## config.mk

```make
export PLATFORM = sky130hd
export DESIGN_NAME = com_scan_seq
export DESIGN_NICKNAME = d
export VERILOG_FILES = /design/src/rtl/com_scan_pkg.sv /design/src/rtl/com_frame_ctl.sv /design/src/rtl/com_row_ctr.sv /design/src/rtl/com_sel_dec.sv /design/src/rtl/com_scan_seq.sv
export SDC_FILE = /design/constraint.sdc
export NUM_CORES = 1
export LEC_CHECK = 0
export BUFFER_PORTS_ARGS = -buffer_cell sky130_fd_sc_hd__buf_2
export CAP_MARGIN = 20
export CORE_UTILIZATION = 35
export CTS_CLUSTER_SIZE = 20
export DETAILED_ROUTE_END_ITERATION = 8
export PLACE_DENSITY = 0.64
export SYNTH_ARGS = -nofsm -noshare
export SYNTH_HDL_FRONTEND = slang
export SYNTH_SLANG_ARGS = --single-unit
```

## constraint.sdc

```tcl
create_clock -name clk -period 3.4 [get_ports clk]
set_clock_uncertainty 0.15 [all_clocks]
set_input_delay 0.51 -clock clk [delete_from_list [all_inputs] [get_ports clk]]
set_output_delay 0.51 -clock clk [all_outputs]
set_load 0.02 [all_outputs]
```

## src/rtl/com_scan_pkg.sv

```systemverilog
package com_scan_pkg;

  typedef struct packed {
    logic two_line;
    logic sym_row;
    logic rev;
  } scan_mode_t;

  // Row count per frame for a given mode
  function automatic int unsigned duty_of(scan_mode_t m, int unsigned line_rows);
    int unsigned d;
    d = m.two_line ? 2 * line_rows : line_rows;
    if (m.sym_row) d = d + 1;
    return d;
  endfunction

endpackage

```

## src/rtl/com_frame_ctl.sv

```systemverilog
module com_frame_ctl
  import com_scan_pkg::*;
(
  input  logic       clk,
  input  logic       rst_n,
  input  logic       wrap,
  input  scan_mode_t mode_in,
  output scan_mode_t mode_act,
  output logic       frame_start,
  output logic       frame_pol
);

  scan_mode_t mode_nxt;
  logic       start_nxt;
  logic       pol_nxt;

  always_comb begin
    mode_nxt  = mode_act;
    start_nxt = 1'b0;
    pol_nxt   = frame_pol;
    if (wrap) begin
      mode_nxt  = mode_in;
      start_nxt = 1'b1;
      pol_nxt   = ~frame_pol;
    end
  end

  always_ff @(posedge clk or negedge rst_n) begin
    if (!rst_n) begin
      mode_act    <= '0;
      frame_start <= 1'b0;
      frame_pol   <= 1'b0;
    end else begin
      mode_act    <= mode_nxt;
      frame_start <= start_nxt;
      frame_pol   <= pol_nxt;
    end
  end

  // the active mode moves only on the edge that also raises frame_start
  assert_mode_frozen_R8: assert property (@(posedge clk) disable iff (!rst_n)
    !frame_start |-> $stable(mode_act));

  // polarity inverts on each frame start and is otherwise steady
  assert_pol_flip_R7: assert property (@(posedge clk) disable iff (!rst_n)
    frame_start |-> (frame_pol != $past(frame_pol)));
  assert_pol_hold_R7: assert property (@(posedge clk) disable iff (!rst_n)
    !frame_start |-> $stable(frame_pol));

  // frame start never lasts two cycles (the duty is at least 8 rows)
  assert_start_pulse_R6: assert property (@(posedge clk) disable iff (!rst_n)
    frame_start |=> !frame_start);

endmodule

```

## src/rtl/com_row_ctr.sv

```systemverilog
module com_row_ctr #(
  parameter int unsigned ROW_W = 5
) (
  input  logic             clk,
  input  logic             rst_n,
  input  logic             row_tick,
  input  logic [ROW_W-1:0] duty,
  output logic [ROW_W-1:0] row_idx,
  output logic             wrap
);

  logic             at_last;
  logic [ROW_W-1:0] row_nxt;

  always_comb begin
    at_last = (row_idx == duty - ROW_W'(1));
    wrap    = row_tick && at_last;
    row_nxt = row_idx;
    if (row_tick) begin
      row_nxt = at_last ? '0 : row_idx + ROW_W'(1);
    end
  end

  always_ff @(posedge clk or negedge rst_n) begin
    if (!rst_n) row_idx <= '0;
    else        row_idx <= row_nxt;
  end

  // position holds without a tick
  assert_hold_no_tick_R4: assert property (@(posedge clk) disable iff (!rst_n)
    !row_tick |=> $stable(row_idx));

  // position stays inside the active rows
  assert_row_in_range_R3: assert property (@(posedge clk) disable iff (!rst_n)
    row_idx < duty);

endmodule

```

## src/rtl/com_sel_dec.sv

```systemverilog
module com_sel_dec #(
  parameter int unsigned NUM_COM = 17,
  parameter int unsigned ROW_W   = 5
) (
  input  logic               clk,
  input  logic               rst_n,
  input  logic [ROW_W-1:0]   row_idx,
  input  logic [ROW_W-1:0]   duty,
  input  logic               rev,
  output logic [NUM_COM-1:0] com_sel
);

  logic [ROW_W-1:0] target;

  always_comb begin
    target = rev ? (duty - ROW_W'(1) - row_idx) : row_idx;
  end

  for (genvar i = 0; i < NUM_COM; i++) begin : g_com
    always_comb begin
      com_sel[i] = (ROW_W'(i) < duty) && (ROW_W'(i) == target);
    end
  end

  // exactly one common is selected
  assert_one_sel_R3: assert property (@(posedge clk) disable iff (!rst_n)
    $countones(com_sel) == 1);

  // nothing at or above the duty is selected
  assert_unused_low_R3: assert property (@(posedge clk) disable iff (!rst_n)
    (com_sel >> duty) == '0);

endmodule

```

## src/rtl/com_scan_seq.sv

```systemverilog
module com_scan_seq
  import com_scan_pkg::*;
#(
  parameter int unsigned LINE_ROWS = 8,
  localparam int unsigned NUM_COM  = 2 * LINE_ROWS + 1,
  localparam int unsigned ROW_W    = $clog2(NUM_COM + 1)
) (
  input  logic               clk,
  input  logic               rst_n,
  input  logic               row_tick,
  input  logic               two_line,
  input  logic               sym_row,
  input  logic               reverse,
  output logic [NUM_COM-1:0] com_sel,
  output logic               frame_start,
  output logic               frame_pol
);

  scan_mode_t       mode_in;
  scan_mode_t       mode_act;
  logic [ROW_W-1:0] duty;
  logic [ROW_W-1:0] row_idx;
  logic             wrap;

  always_comb begin
    mode_in.two_line = two_line;
    mode_in.sym_row  = sym_row;
    mode_in.rev      = reverse;
    duty             = ROW_W'(duty_of(mode_act, LINE_ROWS));
  end

  com_frame_ctl u_frame (
    .clk         (clk),
    .rst_n       (rst_n),
    .wrap        (wrap),
    .mode_in     (mode_in),
    .mode_act    (mode_act),
    .frame_start (frame_start),
    .frame_pol   (frame_pol)
  );

  com_row_ctr #(.ROW_W(ROW_W)) u_ctr (
    .clk      (clk),
    .rst_n    (rst_n),
    .row_tick (row_tick),
    .duty     (duty),
    .row_idx  (row_idx),
    .wrap     (wrap)
  );

  com_sel_dec #(.NUM_COM(NUM_COM), .ROW_W(ROW_W)) u_dec (
    .clk     (clk),
    .rst_n   (rst_n),
    .row_idx (row_idx),
    .duty    (duty),
    .rev     (mode_act.rev),
    .com_sel (com_sel)
  );

  // a frame opens on the first row of the scan
  assert_start_at_first_R6: assert property (@(posedge clk) disable iff (!rst_n)
    frame_start |-> (row_idx == '0));

endmodule

```

Yosys cells after proc, flatten, opt, wreduce, memory -nomap -nowiden
Cells that the tools add are included.
{"block": "word_totals", "regBits": 10, "in_bits": 6, "out_inout_bits": 19, "elab_cells": 69}
{"block": "op_classes", "n_addsub": 4, "magnitude_cmp": 17, "n_eq_ne": 17, "muxes": 5, "bitwise_logic": 1, "n_reduce_logical": 19}
{"cell": "== test 4 x 5 -> 1 bit (first input constant)", "count": 8}
{"cell": "< comparator 4 x 5 -> 1 bit (first input constant)", "count": 8}
{"cell": "== test 3 x 5 -> 1 bit (first input constant)", "count": 4}
{"cell": "< comparator 3 x 5 -> 1 bit (first input constant)", "count": 4}
{"cell": "2-to-1 mux 5 bit", "count": 4}
{"cell": "logical AND 1 bit", "count": 18}
{"cell": "adder 5 x 1 -> 5 bit (second input constant)", "count": 2}
{"cell": "== test 2 x 5 -> 1 bit (first input constant)", "count": 2}
{"cell": "< comparator 1 x 5 -> 1 bit (first input constant)", "count": 2}
{"cell": "< comparator 2 x 5 -> 1 bit (first input constant)", "count": 2}
{"cell": "== test 1 x 5 -> 1 bit (first input constant)", "count": 1}
{"cell": "== test 5 bit", "count": 1}
{"cell": "== test 5 bit (first input constant)", "count": 1}
{"cell": "zero test 5 bit", "count": 1}
{"cell": "< comparator 5 bit (first input constant)", "count": 1}
{"cell": "subtractor 5 x 1 -> 5 bit (second input constant)", "count": 1}
{"cell": "subtractor 5 bit", "count": 1}
{"cell": "2-to-1 mux 1 bit", "count": 1}
{"cell": "inverter 1 bit", "count": 1}

Longest topological paths before layout
Gate-level depths: netlist of the first run.
{"block": "depth", "ltp_word": 8, "ltp_mapped": 8, "depth_no_buf": 8}

By module
From an unflattened synthesis of the first run, not the netlist that was laid out.
{"block": "unflattened", "cells_unflattened": 151, "area_unflattened_um2": 1213.7}
{"mod": "com_sel_dec", "instances": 1, "cells_each": 95, "area_each_um2": 634.4, "seq_area_each_um2": 0.0}
{"mod": "com_row_ctr", "instances": 1, "cells_each": 45, "area_each_um2": 404.1, "seq_area_each_um2": 125.1}
{"mod": "com_frame_ctl", "instances": 1, "cells_each": 9, "area_each_um2": 167.7, "seq_area_each_um2": 125.1}
{"mod": "com_scan_seq", "instances": 1, "cells_each": 2, "area_each_um2": 7.5, "seq_area_each_um2": 0.0}

Least setup slack after synthesis of the first run
Ideal clock, no wire load.
{"block": "synth_timing", "path_kind": "reg-to-output", "from": "reg u_frame.mode_act[2] (netlist name)", "to": "out com_sel[8]", "t_arrival_ns": 2.297, "setup_slack_ns": 0.443, "stages_incl_launch_ff": 9, "n_path_buf": 0, "cell_sequence": "dfrtp_1 > clkinv_1 > ha_1 > ha_1 > nor2_1 > a21oi_4 > xnor3_1 > a21oi_4 > nor3_1"}
{"block": "synth_between", "elab_chain_len": 8}
{"item": "2-to-1 mux 5 bit *", "line_no": "com_scan_pkg.sv:12", "text": "d = m.two_line ? 2 * line_rows : line_rows;"}
{"item": "adder 5 x 1 -> 5 bit", "line_no": "com_scan_pkg.sv:13", "text": "if (m.sym_row) d = d + 1;"}
{"item": "2-to-1 mux 5 bit *", "line_no": "com_scan_pkg.sv:13"}
{"item": "subtractor 5 x 1 -> 5 bit", "line_no": "com_sel_dec.sv:16", "text": "target = rev ? (duty - ROW_W'(1) - row_idx) : row_idx;"}
{"item": "subtractor 5 bit", "line_no": "com_sel_dec.sv:16"}
{"item": "2-to-1 mux 5 bit", "line_no": "com_sel_dec.sv:16"}
{"item": "== test 4 x 5 -> 1 bit", "line_no": "com_sel_dec.sv:21", "text": "com_sel[i] = (ROW_W'(i) < duty) && (ROW_W'(i) == target);"}
{"item": "logical AND 1 bit *", "line_no": "com_sel_dec.sv:21"}
{"item": "end: declaration", "line_no": "com_scan_seq.sv:14", "text": "output logic [NUM_COM-1:0] com_sel,"}
Mark *: on every way between the ends. The rest lies on a longest branch, timed or not.

Worst setup path in the final report of the first run
{"block": "layout_timing", "from": "reg u_frame.mode_act[1] (netlist name)", "to": "out com_sel[1]"}
{"block": "layout_between", "elab_chain_len": 6}
{"item": "2-to-1 mux 5 bit *", "line_no": "com_scan_pkg.sv:13"}
{"item": "subtractor 5 x 1 -> 5 bit", "line_no": "com_sel_dec.sv:16"}
{"item": "subtractor 5 bit", "line_no": "com_sel_dec.sv:16"}
{"item": "2-to-1 mux 5 bit", "line_no": "com_sel_dec.sv:16"}
{"item": "== test 1 x 5 -> 1 bit", "line_no": "com_sel_dec.sv:21"}
{"item": "logical AND 1 bit *", "line_no": "com_sel_dec.sv:21"}
Marks and branches as above.

==> impl_metrics.ini, run 1 <==
[status]
status = finished, final reports clean

[worst_hold_path]
hold-path-endpoint = u_frame.frame_pol
worstHoldPathType = register to register
hold-path-cell-count = 1
min_from = u_frame.frame_pol

[synthesis]
synthArstFlopShare_pct = 100
synth_common_cells = 18 x nand2_1, 10 x dfrtp_1, 9 x a21oi_1, 9 x inv_1, 9 x o21ai_0
yosys_synthesis_warning_count = 0
synthDominantCellAreaShare_pct = 24.9
synth_flop_cell = dfrtp_1
ys_top_cells_by_area = dfrtp_1 25%, ha_1 10%, nand2_1 6.7%, a21oi_1 4.5%, o21ai_0 4.5%
synth.distinct_cells = 35
number_of_enable_flip_flop_cells_after_synthesis = 0
synth_area_sq_um = 1000
synth-seq-area-share_pct = 24.9
post_synth_inst_count = 120
postSynthAreaPerCell_sq_um = 8.36
synth.most_common_cell = nand2_1
synth.net_count = 135
synthDominantAreaCellType = dfrtp_1
ys_seq_elements = 10

[finish]
fill_cells = 267
fin_area_sq_um = 1210
area_growth_syn_to_layout_pct = 20.9
design.final.nets = 162
ff_latch_area_sq_um = 251
antenna_cells = 0
combined_area_of_the_multi_input_logic_cells_sq_um = 723
final_layout_size_suffix_gt1_share_pct = 29.0

[routing]
number_of_vias_per_cell_after_detailed_routing = 5.54
drcViolationCount = 0
detailedRoute.firstPassIterationCount = 6
routed_wirelength_mm = 2.54
num_vias = 975
drt.antenna.violating_nets = 0
detail_route.iter0.violations = 10
route.detailed.wl_per_inst_microns = 14.4

[sta]
rsz0062_at_grt = no
setup_tns_ns = 0
final_max_slew_viol_count = 0
final_setup_violation_count = 0
report.final.hold_viol_count = 0
timing.final.crit_share_pct = 95.7
slew_headroom_pct = 55.4
max_clock_freq_mhz = 307
final.min_clock_period_ns = 3.25
worst_slew_pin_slew_ns = 0.669

[global_routing]
grt.overflow.total = 0
grt_first_pass_wirelength_mm = 4.19
number_of_global_route_vias_before_repair = 952
number_of_antenna_violations_at_the_first_check_in_global_routing = 0
track_usage_pct = 16.4
grt_max_degree = 19

[critical_path]
ff2ff_setup_slack_ns = 0.97
ff2ff_path_depth = 7
worst-path-max-fanout = 8
worstSetupPathType = register to primary output
cp_data_required_time_ns = 2.74
reg2reg_from = u_frame.mode_act[1]
critPathLaunch = u_frame.mode_act[1]
worstPathArrival_ns = 2.59
timing.critical_path.to_type = primary output
rr_endpoint = u_frame.mode_act[0]
timing.critical_path.from_type = register

[clock_tree]
tritoncts.num_buffers = 3
clock_latency_ns = 0.26
clk_root_buffer_cell = clkbuf_4
worst_setup_hold_path_clk_slew_ns = 0.06
tritoncts_num_sinks = 10
cts_tree = built
cts_htree_levels = 1
ctsLongestPathBuffers = 2

[floorplan]
fp.dieW_microns = 55.5
floorplan.rows = 19
initial_core_util_pct = 36.7
design.die.area_sq_um = 3090
design.core.area_sq_um = 2730
die_h_microns = 55.5
ioPinCount = 25

[placement]
placedInstanceArea_sq_um = 1150
io_buffer_count = 24
gpl.final_weighted_congestion = 0.789
hpwl_mm = 2.07

[flow_run]
cap_violations = 0
## metal layers
metal	up-vias	GRT usage (%)	wire, microns
li1	478	-	-
met1	462	22.7	1180
met2	29	28.2	1230
met3	6	0.937	95
met4	0	3.93	27
met5	-	0	0
## registers in the layout, summed over array words and instances, names as in the netlist
signal	flops
u_frame.mode_act	3
u_ctr.row_idx	5
u_frame.frame_pol	1
u_frame.frame_start	1
## kinds of logic (layout without fill, tap and decap cells)
family                   Yosys count  after routing  synth area share (%)
adder cells (fa/ha/maj)            9              9                  12.0
flip-flops                        10             10                  24.9
XOR/XNOR                           7              7                  8.23
AO/OA/AOI/OAI                     32             32                  24.2
buffers and inverters             14             39                  5.86
AND/OR/NAND/NOR                   44             44                  20.7
multiplexers                       4              4                  4.11
## cells in the final DEF, fill, tap and decap left out, drive strengths merged
| cell | n |
|---|---|
| xor2 | 1 |
| dfrtp | 10 |
| nand4 | 2 |
| fa | 1 |
| nand2b | 4 |
| o2111a | 1 |
| mux2i | 3 |
| a21oi | 11 |
| dlygate4sd3 | 1 |
| xnor3 | 1 |
| clkbuf | 3 |
| ha | 8 |
| o22ai | 2 |
| o41ai | 1 |
| and3 | 2 |
| o32ai | 3 |
| a41oi | 1 |
| nor3 | 8 |
| nand2 | 18 |
| nor2 | 7 |
| xnor2 | 5 |
| buf | 25 |
| a211oi | 1 |
| clkinv | 1 |
| o211ai | 1 |
| mux2 | 1 |
| o21ai | 11 |
| nand3 | 3 |
| inv | 9 |
## stage by stage
| step | utilization (%) | hold WS [ns] | setup slack, ns | instances |
|---|---|---|---|---|
| after CTS | 43.2 | 0.326 | 0.0550 | 176 |
| after global routing | 44.4 | 0.334 | 0.0284 | 176 |
| after detailed placement | 42.0 | 0.234 | 0.279 | 172 |
| final | 44.4 | 0.327 | 0.147 | 176 |
| after global placement | 42.0 | 0.229 | 0.425 | 172 |
| after floorplan | - | 0.0644 | 0.443 | 120 |
## worst max-delay path by stage
stage / cells past startpoint / slack (ns) / to
floorplan: 8 / 0.44 / com_sel[8]
global placement: 9 / 0.43 / com_sel[1]
detailed placement: 9 / 0.28 / com_sel[1]
CTS: 9 / 0.06 / com_sel[1]
global route: 9 / 0.03 / com_sel[1]
finish: 9 / 0.15 / com_sel[1]
## worst max-delay path: stages (launching register included)
cell	delay, ns
dfrtp_2	0.45
inv_1	0.14
ha_1	0.26
ha_2	0.40
nor2_1	0.08
a21oi_4	0.20
xnor2_2	0.18
nand4_4	0.19
a211oi_2	0.26
buf_4	0.17
## cell type report
type	count	area share [%]
clock buffers	3	1.86
inverters	10	3.09
multi-input cells	96	59.6
flip-flops and latches	10	20.7
well taps	31	3.20
repair buffers	26	11.5
## what timing repair did
action                                  CTS  global route
pin swaps                                 1             5
hold buffers                              1             0
resized for setup                         1             6
setup buffers                             0             0
endpoints found under the setup margin    1             8
endpoints found under the hold margin    10             0
Power of run 1 is not shown: default switching activity piles up to over one toggle a cycle in this logic, so the estimate is an artifact.
==> inputs of run 2 (changes only) <==
==> constraint.sdc (replaced) <==
create_clock -name clk -period 3.2 [get_ports clk]
set_clock_uncertainty 0.15 [all_clocks]
set_input_delay 0.48 -clock clk [delete_from_list [all_inputs] [get_ports clk]]
set_output_delay 0.48 -clock clk [all_outputs]
set_load 0.02 [all_outputs]
==> run 2 against run 1 <==
Against the previous run:
- core utilization increased by 4.4 points
- flip-flop and latch count unchanged
- critical path type unchanged
- highest routed layer is now met3
- register-to-register slack got worse by 0.08 ns
==> impl_metrics.ini, run 2 (synthesis results as in run 1) <==
[finish]
layout_common_cells = 22 x buf_2, 18 x nand2_1, 9 x a21oi_1, 9 x o21ai_0
largest_reg_flops = 5
design.final.nets = 168
commonest_non_fill_non_tap_cell_in_the_layout = buf_2
biggestRegsByFlops = u_ctr.row_idx (5), u_frame.mode_act (3)
final_layout_size_suffix_gt1_share_pct = 37.7
antenna_cells = 0
top_reg_by_flops = u_ctr.row_idx
area_growth_syn_to_layout_pct = 32.9

[routing]
detailedRoute.firstPassIterationCount = 4
detail_route.iter0.violations = 54
drcViolationCount = 0
drt.antenna.violating_nets = 0
routed_wirelength_mm = 2.67
route.detailed.wl_per_inst_microns = 14.7
num_vias = 1007
number_of_vias_per_cell_after_detailed_routing = 5.53

[critical_path]
worstSetupPathType = register to primary output
ff2ff_path_depth = 8
worstPathArrival_ns = 2.50
reg2reg_from = u_frame.mode_act[1]
rr_endpoint = u_frame.mode_act[0]
worst-path-max-fanout = 8
timing.critical_path.to_type = primary output
ff2ff_setup_slack_ns = 0.89
cp_data_required_time_ns = 2.57
timing.critical_path.from_type = register
cp-endpoint = com_sel[12]
critPathLaunch = u_frame.mode_act[1]

[worst_hold_path]
worstHoldPathType = primary input to register

[global_routing]
grt.overflow.total = 0
grt_max_degree = 19
track_usage_pct = 17.3
grt_first_pass_wirelength_mm = 4.30
number_of_global_route_vias_before_repair = 948
number_of_antenna_violations_at_the_first_check_in_global_routing = 0

[sta]
worst_slew_pin_slew_ns = 0.638
final.min_clock_period_ns = 3.13
final_max_slew_viol_count = 0
timing.final.crit_share_pct = 97.9
slew_headroom_pct = 57.4
holdWs_ns = 0.307
final_setup_violation_count = 0
rsz0062_at_grt = yes
report.final.hold_viol_count = 0
setup_tns_ns = 0
max_clock_freq_mhz = 319

[clock_tree]
clk_root_buffer_cell = clkbuf_4
cts_htree_levels = 1
clock_latency_ns = 0.26
tritoncts_num_sinks = 10
ctsLongestPathBuffers = 2
cts_tree = built
tritoncts.num_buffers = 3
worst_setup_hold_path_clk_slew_ns = 0.06

[floorplan]
floorplan.rows = 19
initial_core_util_pct = 36.7
ioPinCount = 25
die_h_microns = 55.5
fp.dieW_microns = 55.5
design.die.area_sq_um = 3090
design.core.area_sq_um = 2730

[flow_run]
cap_violations = 0

[placement]
gpl.final_weighted_congestion = 0.805
io_buffer_count = 24
hpwl_mm = 2.02

[status]
status = finished, final reports clean
## run 2: final cells by class
cell class                 count  area (sq um)
fill                         274          1400
multi-input combinational     96           788
sequential                    10           253
timing repair buffer          32           191
inverter                      10          40.0
tap                           31          38.8
clock buffer                   3          22.5
## run 2: layer usage
layer / routed length [microns] / vias to the layer above / GRT usage [%]
met5: 0 / - / 0
met1: 1230 / 481 / 21.9
li1: - / 496 / -
met3: 89 / 0 / 1.17
met2: 1350 / 30 / 31.7
met4: 0 / 0 / 4.29
## run 2: critical path, cell delays in order (launching register included)
cell and delay, ns:
dfrtp_2 0.45, buf_6 0.14, fa_2 0.39, nand2b_4 0.16, a21oi_4 0.25, xnor3_1 0.31
a21oi_4 0.29, nor3_1 0.08, buf_2 0.16
## run 2: worst min path at each step
stage             from                  end  slack, ns  depth (start not counted)
2_1_floorplan    rst_n     u_ctr.row_idx[0]       0.03                          0
3_3_place_gp     rst_n     u_ctr.row_idx[2]       0.20                          1
3_5_place_dp     rst_n     u_ctr.row_idx[2]       0.20                          1
4_1_cts        reverse  u_frame.mode_act[0]       0.30                          2
5_1_grt        reverse  u_frame.mode_act[0]       0.32                          2
6_report       reverse  u_frame.mode_act[0]       0.31                          2
## run 2: what timing repair did
item                                    CTS  global route
endpoints found under the hold margin    10             0
pin swaps                                 4             5
buffers inserted                          0             4
gates resized for setup                   7            14
endpoints found under the setup margin   10            17
hold buffers                              1             0
## run 2: through the flow
| step | std cells | cell area, sq um | worst slack [ns] | util (%) |
|---|---|---|---|---|
| 2_1_floorplan | 120 | 1000 | 0.273 | - |
| 3_3_place_gp | 174 | 1160 | 0.301 | 42.6 |
| 3_5_place_dp | 174 | 1160 | 0.162 | 42.6 |
| 4_1_cts | 178 | 1230 | 0.0376 | 45.2 |
| 5_1_grt | 182 | 1330 | -0.0638 | 48.8 |
| 6_report | 182 | 1330 | 0.0683 | 48.8 |
Power of run 2 is left out for the same reason.
